## src/rtl/bts_pkg.sv

```systemverilog
package bts_pkg;

  typedef enum logic [1:0] {
    AM_INC_AFTER  = 2'd0,
    AM_INC_BEFORE = 2'd1,
    AM_DEC_AFTER  = 2'd2,
    AM_DEC_BEFORE = 2'd3
  } addr_mode_e;

  typedef enum logic [1:0] {
    ST_IDLE = 2'd0,
    ST_RUN  = 2'd1,
    ST_FIN  = 2'd2
  } seq_state_e;

  typedef struct packed {
    logic load;
    logic user_bank;
    logic restore;
    logic illegal;
    logic wb_ok;
  } xfer_ctl_t;

endpackage

```

## src/rtl/bts_decode.sv

```systemverilog
module bts_decode
  import bts_pkg::*;
#(
  parameter int NREG      = 16,
  parameter int AW        = 32,
  parameter int MODE_W    = 3,
  parameter int USER_MODE = 0,
  parameter int WORD_B    = 4
) (
  input  logic              is_load,
  input  logic              s_flag,
  input  logic              wb_flag,
  input  logic [1:0]        amode,
  input  logic [AW-1:0]     base,
  input  logic [NREG-1:0]   reg_list,
  input  logic [MODE_W-1:0] cur_mode,
  output xfer_ctl_t         ctl,
  output logic [AW-1:0]     first_addr,
  output logic [AW-1:0]     wb_addr,
  output logic              empty
);
  localparam int CNT_W  = $clog2(NREG + 1);
  localparam int PC_IDX = NREG - 1;

  logic [CNT_W-1:0] cnt;
  logic [AW-1:0]    span;
  logic             priv;
  logic             s_eff;
  logic             pc_in;

  always_comb begin
    cnt = '0;
    for (int i = 0; i < NREG; i++) cnt = cnt + CNT_W'(reg_list[i]);
  end

  assign span  = AW'(cnt) * AW'(WORD_B);
  assign empty = (cnt == '0);
  assign priv  = (cur_mode != MODE_W'(USER_MODE));
  assign s_eff = s_flag && priv;
  assign pc_in = reg_list[PC_IDX];

  always_comb begin
    ctl.load      = is_load;
    ctl.restore   = s_eff && is_load && pc_in;
    ctl.user_bank = s_eff && !(is_load && pc_in);
    ctl.illegal   = s_flag && (!priv || wb_flag);
    ctl.wb_ok     = wb_flag && !s_flag;
  end

  always_comb begin
    unique case (addr_mode_e'(amode))
      AM_INC_AFTER: begin
        first_addr = base;
        wb_addr    = base + span;
      end
      AM_INC_BEFORE: begin
        first_addr = base + AW'(WORD_B);
        wb_addr    = base + span;
      end
      AM_DEC_AFTER: begin
        first_addr = base - span + AW'(WORD_B);
        wb_addr    = base - span;
      end
      default: begin
        first_addr = base - span;
        wb_addr    = base - span;
      end
    endcase
  end

  always_comb begin
    if (ctl.user_bank) AST_BANK_XOR_RESTORE: assert (!ctl.restore);
  end

endmodule

```

## src/rtl/bts_pick.sv

```systemverilog
module bts_pick #(
  parameter int NREG = 16
) (
  input  logic [NREG-1:0]         list,
  output logic [$clog2(NREG)-1:0] idx,
  output logic [NREG-1:0]         rest,
  output logic                    last
);
  localparam int IDX_W = $clog2(NREG);

  always_comb begin
    idx = '0;
    for (int i = NREG - 1; i >= 0; i--) begin
      if (list[i]) idx = IDX_W'(i);
    end
  end

  assign rest = list & (list - NREG'(1));
  assign last = (rest == '0);

  always_comb begin
    if (list != '0) AST_PICK_LOWEST: assert (list[idx] && ((list ^ rest) == (NREG'(1) << idx)));
  end

endmodule

```

## src/rtl/bts_seq.sv

```systemverilog
module bts_seq
  import bts_pkg::*;
#(
  parameter int NREG      = 16,
  parameter int AW        = 32,
  parameter int MODE_W    = 3,
  parameter int USER_MODE = 0,
  parameter int WORD_B    = 4
) (
  input  logic                    clk,
  input  logic                    rst,
  input  logic                    start,
  input  logic                    is_load,
  input  logic                    s_flag,
  input  logic                    wb_flag,
  input  logic [1:0]              amode,
  input  logic [AW-1:0]           base,
  input  logic [NREG-1:0]         reg_list,
  input  logic [MODE_W-1:0]       cur_mode,
  output logic                    busy,
  output logic                    xfer_valid,
  output logic [$clog2(NREG)-1:0] xfer_idx,
  output logic                    xfer_user_bank,
  output logic [AW-1:0]           xfer_addr,
  output logic                    xfer_write,
  output logic                    psr_restore,
  output logic                    illegal,
  output logic                    done,
  output logic                    wb_valid,
  output logic [AW-1:0]           wb_value,
  output logic                    hazard
);
  localparam int IDX_W  = $clog2(NREG);
  localparam int PC_IDX = NREG - 1;

  seq_state_e      state;
  xfer_ctl_t       dec_ctl, ctl_q;
  logic [AW-1:0]   dec_first, dec_wb;
  logic            dec_empty;
  logic [NREG-1:0] rem_q, pick_rest;
  logic [IDX_W-1:0] pick_idx;
  logic            pick_last;
  logic [AW-1:0]   addr_q, wbv_q;
  logic            empty_q;

  bts_decode #(
    .NREG(NREG), .AW(AW), .MODE_W(MODE_W), .USER_MODE(USER_MODE), .WORD_B(WORD_B)
  ) u_decode (
    .is_load   (is_load),
    .s_flag    (s_flag),
    .wb_flag   (wb_flag),
    .amode     (amode),
    .base      (base),
    .reg_list  (reg_list),
    .cur_mode  (cur_mode),
    .ctl       (dec_ctl),
    .first_addr(dec_first),
    .wb_addr   (dec_wb),
    .empty     (dec_empty)
  );

  bts_pick #(.NREG(NREG)) u_pick (
    .list(rem_q),
    .idx (pick_idx),
    .rest(pick_rest),
    .last(pick_last)
  );

  assign busy = (state != ST_IDLE);

  always_ff @(posedge clk) begin
    if (rst) begin
      state          <= ST_IDLE;
      ctl_q          <= '0;
      rem_q          <= '0;
      addr_q         <= '0;
      wbv_q          <= '0;
      empty_q        <= 1'b0;
      xfer_valid     <= 1'b0;
      xfer_idx       <= '0;
      xfer_user_bank <= 1'b0;
      xfer_addr      <= '0;
      xfer_write     <= 1'b0;
      psr_restore    <= 1'b0;
      illegal        <= 1'b0;
      done           <= 1'b0;
      wb_valid       <= 1'b0;
      wb_value       <= '0;
      hazard         <= 1'b0;
    end else begin
      xfer_valid     <= 1'b0;
      xfer_idx       <= '0;
      xfer_user_bank <= 1'b0;
      xfer_addr      <= '0;
      xfer_write     <= 1'b0;
      psr_restore    <= 1'b0;
      illegal        <= 1'b0;
      done           <= 1'b0;
      wb_valid       <= 1'b0;
      wb_value       <= '0;
      hazard         <= 1'b0;
      unique case (state)
        ST_IDLE: begin
          if (start) begin
            ctl_q   <= dec_ctl;
            rem_q   <= reg_list;
            addr_q  <= dec_first;
            wbv_q   <= dec_wb;
            empty_q <= dec_empty;
            illegal <= dec_ctl.illegal;
            state   <= dec_empty ? ST_FIN : ST_RUN;
          end
        end
        ST_RUN: begin
          xfer_valid     <= 1'b1;
          xfer_idx       <= pick_idx;
          xfer_addr      <= addr_q;
          xfer_user_bank <= ctl_q.user_bank;
          xfer_write     <= !ctl_q.load;
          psr_restore    <= ctl_q.restore && (pick_idx == IDX_W'(PC_IDX));
          rem_q          <= pick_rest;
          addr_q         <= addr_q + AW'(WORD_B);
          if (pick_last) state <= ST_FIN;
        end
        default: begin
          done     <= 1'b1;
          wb_valid <= ctl_q.wb_ok;
          wb_value <= ctl_q.wb_ok ? wbv_q : '0;
          hazard   <= ctl_q.user_bank && ctl_q.load && !empty_q;
          state    <= ST_IDLE;
        end
      endcase
    end
  end

  AST_RESTORE_ON_PC: assert property (@(posedge clk) disable iff (rst)
    psr_restore |-> (xfer_valid && (xfer_idx == IDX_W'(PC_IDX)) && !xfer_write && !xfer_user_bank));

  AST_WB_BANNED: assert property (@(posedge clk) disable iff (rst)
    wb_valid |-> (done && !ctl_q.user_bank));

  AST_ILLEGAL_AFTER_START: assert property (@(posedge clk) disable iff (rst)
    illegal |-> ($past(start) && !$past(busy)));

  AST_HAZARD_AT_DONE: assert property (@(posedge clk) disable iff (rst)
    hazard |-> (done && !xfer_write));

  AST_ASCENDING: assert property (@(posedge clk) disable iff (rst)
    (xfer_valid && $past(xfer_valid)) |->
      ((xfer_idx > $past(xfer_idx)) && (xfer_addr == $past(xfer_addr) + AW'(WORD_B))));

  AST_DONE_APART: assert property (@(posedge clk) disable iff (rst)
    !(done && xfer_valid));

endmodule

```

## config.mk

```make
export PLATFORM = sky130hd
export DESIGN_NAME = bts_seq
export DESIGN_NICKNAME = d
export VERILOG_FILES = /design/src/rtl/bts_pkg.sv /design/src/rtl/bts_decode.sv /design/src/rtl/bts_pick.sv /design/src/rtl/bts_seq.sv
export SDC_FILE = /design/constraint.sdc
export NUM_CORES = 1
export LEC_CHECK = 0
export ABC_CLOCK_PERIOD_IN_PS = 7400
export BUFFER_PORTS_ARGS = -buffer_cell sky130_fd_sc_hd__buf_2
export CAP_MARGIN = 20
export CORE_MARGIN = 10
export CORE_UTILIZATION = 55
export CTS_BUF_LIST = sky130_fd_sc_hd__clkbuf_4
export CTS_CLUSTER_SIZE = 40
export DETAILED_ROUTE_END_ITERATION = 8
export PLACE_DENSITY = 0.79
export SLEW_MARGIN = 40
export SYNTH_ARGS = -nofsm -noshare
export SYNTH_HDL_FRONTEND = slang
export SYNTH_SLANG_ARGS = --single-unit
```

## constraint.sdc

```tcl
create_clock -name clk -period 7.4 [get_ports clk]
set_input_delay 0.74 -clock clk [delete_from_list [all_inputs] [get_ports clk]]
set_output_delay 0.74 -clock clk [all_outputs]
set_load 0.03 [all_outputs]
```

==> results.ini <==
[synth]
ys.flop_type=dfxtp_1
synth_edf_count=0
ys_ff_latch=163
synth_nets=1429
netlist.area_leader.share_pct=31.96
synth_top_area_cell=dfxtp_1
ys_types=80
syn-mean-instance-area_um2=7.642
syn_area_um2=10210
synth.top_cells.by_area=dfxtp_1 32%, a21oi_1 5.3%, nor2_1 4.9%
synth_cells=1336
synth-warning-count=0
synth_seq_area_share_pct=31.96
synthArstFlopShare_pct=0

[setup_path]
critPathLaunchType=input port
cp-end-kind=flop
crit_required_ns=7.91
r2r_slack_ns=4.39
worstPathArrival_ns=7.30
critPathMaxFanout=7
crit_type=input port to flop

[global_routing]
grt_antenna_before_repair=1
grt_pass1_vias=9794
grt_usage_pct=26.27
gr-total-overflow=0
grt_max_degree=93
grt_first_pass_wirelength_um=51970

[die]
dieArea_um2=24410
fp-row-count=49
io_pins=136
die_w_um=156.2
initial_utilization_pct=56.45
die_height_um=156.2
core_um2=18090

[power]
comb_power_share_pct=53.9
seq_power_share_pct=31.5
pwr-share-clk_pct=14.6
p_int_mw=1.894
p_per_area_nw_per_um2=309.6
p_sw_mw=1.708
switching_share_pct=47.41
p_leak_nw=4.841
vdd_drop_max_mv=0.2633

[cts]
cts_setup_buffers=0
htreeDepth=4
worstSkewPairLatency_ns=0.61
cts.repair.resized=0
cts_root_buffer=clkbuf_4
path_clk_slew_ns=0.16
cts_buffers=17
cts.sinks=163
ctsHoldBuffers=0
tritoncts=done
clk_path_buf_depth=2

[run_status]
violations=DRC
status=finished with violations

[routing]
avgRoutedWirePerCell_um=19.30
drc=2
first_pass_iters=8
wl_um=32910
drtIter0Drc=1077
vias_per_cell=6.167
ant_nets=0
vias=10514

[timing]
rsz0062_at_grt=false
worst_pin_slew_ns=0.8250
period_needed_ns=6.793
fmax_mhz=147.2
max_slew_margin_pct=44.88
drv_slew=0
hold_viol_final=0
setup_violations=0
holdWs_ns=0.3656
clock_skew_ns=0.02641
period_share_pct=91.80

[placement]
place_hpwl_um=24110
port_buffers=135
globalplace.congestion=0.9834
dp.cells=1673

[cells_and_area]
syn_to_final_growth_pct=13.95
final_cells=1705
fill_cells=1635
nNetsFinal=1556
drive_gt1_share_pct=19.25

[run]
maxCapViolations=0

[min_path]
hold_class=input port to flop

## cells in the mapped netlist, types with 40 or more instances
| cell | instances |
|---|---|
| and2_1 | 40 |
| a21oi_1 | 108 |
| o21ai_0 | 58 |
| clkbuf_1 | 79 |
| nor2_1 | 133 |
| nand3_1 | 44 |
| inv_1 | 49 |
| nand2_1 | 129 |
| dfxtp_1 | 163 |
| and3_1 | 44 |
| nor3_1 | 49 |
| xnor2_1 | 55 |
## cell families after synthesis
logic type	count (synthesis)	share of synthesized area (%)
mux	4	0.4044
compound gates	339	21.65
flops	163	31.96
simple gates	568	28.06
buf+inv	147	5.882
xor+xnor	78	6.691
fa+ha+maj	37	5.343
## routing by layer
metal  up-vias  routed length, µm  GRT usage, %
met1      4950              14150         34.68
met4         0                961         9.753
met5         -                  0             0
met2       457              15270         42.02
met3        79               2527         4.742
li1       5028                  -             -
## final cells by class
class                      count  area (µm²)  area share (%)
tap                          229       286.5           2.463
sequential                   163        3264           28.06
antenna                        1       2.502         0.02151
multi-input combinational   1026        6404           55.04
clock inverter                14       140.1           1.205
clock buffer                  17       127.6           1.097
timing repair buffer         206        1225           10.53
inverter                      49       183.9           1.581
## registers in the layout (all words and copies together), names as in the netlist, 2 cells and up
signal     cells
rem_q         16
xfer_idx       4
state          2
addr_q        32
xfer_addr     32
wb_value      32
wbv_q         32
ctl_q          4
## worst max-delay path, stage by stage
cell and delay (ns):
buf_2 0.11, ha_1 0.27, inv_1 0.04, fa_1 0.47, inv_1 0.08, fa_1 0.48, fa_1 0.52, inv_1 0.05
fa_1 0.45, fa_2 0.38, fa_1 0.41, xor2_1 0.17, buf_4 0.14, ha_1 0.24, nor2_1 0.24, a211oi_2 0.13
buf_4 0.17, buf_12 0.12, nor2_1 0.40, buf_4 0.21, nand2_1 0.06, or4_1 0.45, a211oi_1 0.31, buf_4 0.17
nand4_1 0.10, xor2_1 0.17, o41ai_1 0.22
## power groups by stage
stage / registers [mW] / clock network [mW] / logic [mW]
2_1_floorplan: 1.15 / 0 / 1.24
3_3_place_gp: 1.15 / 0 / 1.87
3_5_place_dp: 1.15 / 0 / 1.88
4_1_cts: 1.13 / 0.532 / 1.89
5_1_grt: 1.15 / 0.564 / 2.11
6_report: 1.14 / 0.527 / 1.94
## placed cells by master (no fill, tap or decap), types with 20 or more instances in the layout
cell type / n
buf_4: 69
nor2_1: 131
o21ai_0: 58
and2_1: 40
ha_1: 22
xor2_1: 23
nor3_1: 49
a211oi_1: 21
nand2_1: 128
inv_1: 48
buf_2: 135
dfxtp_1: 162
xnor2_1: 55
nor4_1: 22
a21oi_1: 108
and3_1: 44
a22oi_1: 20
nand3_1: 44
## metrics by stage
step	setup WS [ns]	util, %	TNS (ns)	total power [mW]	area [µm²]
after floorplan	0.01844	-	0	2.394	10220
after global placement	0.002533	62.61	0	3.013	11320
after detailed placement	-0.02623	62.75	-0.02623	3.034	11350
after CTS	0.6534	64.23	0	3.557	11620
after global routing	0.2539	64.32	0	3.824	11630
final	0.6066	64.32	0	3.602	11630
## final timing paths
path	start	to	cells past startpoint
worst max register to register	rem_q[0]	state[0]	8
worst min-delay path	reg_list[0]	rem_q[0]	3
worst max-delay path	reg_list[0]	addr_q[31]	27
worst min register to register	empty_q	hazard	1
(Power assumes the default switching activity.)
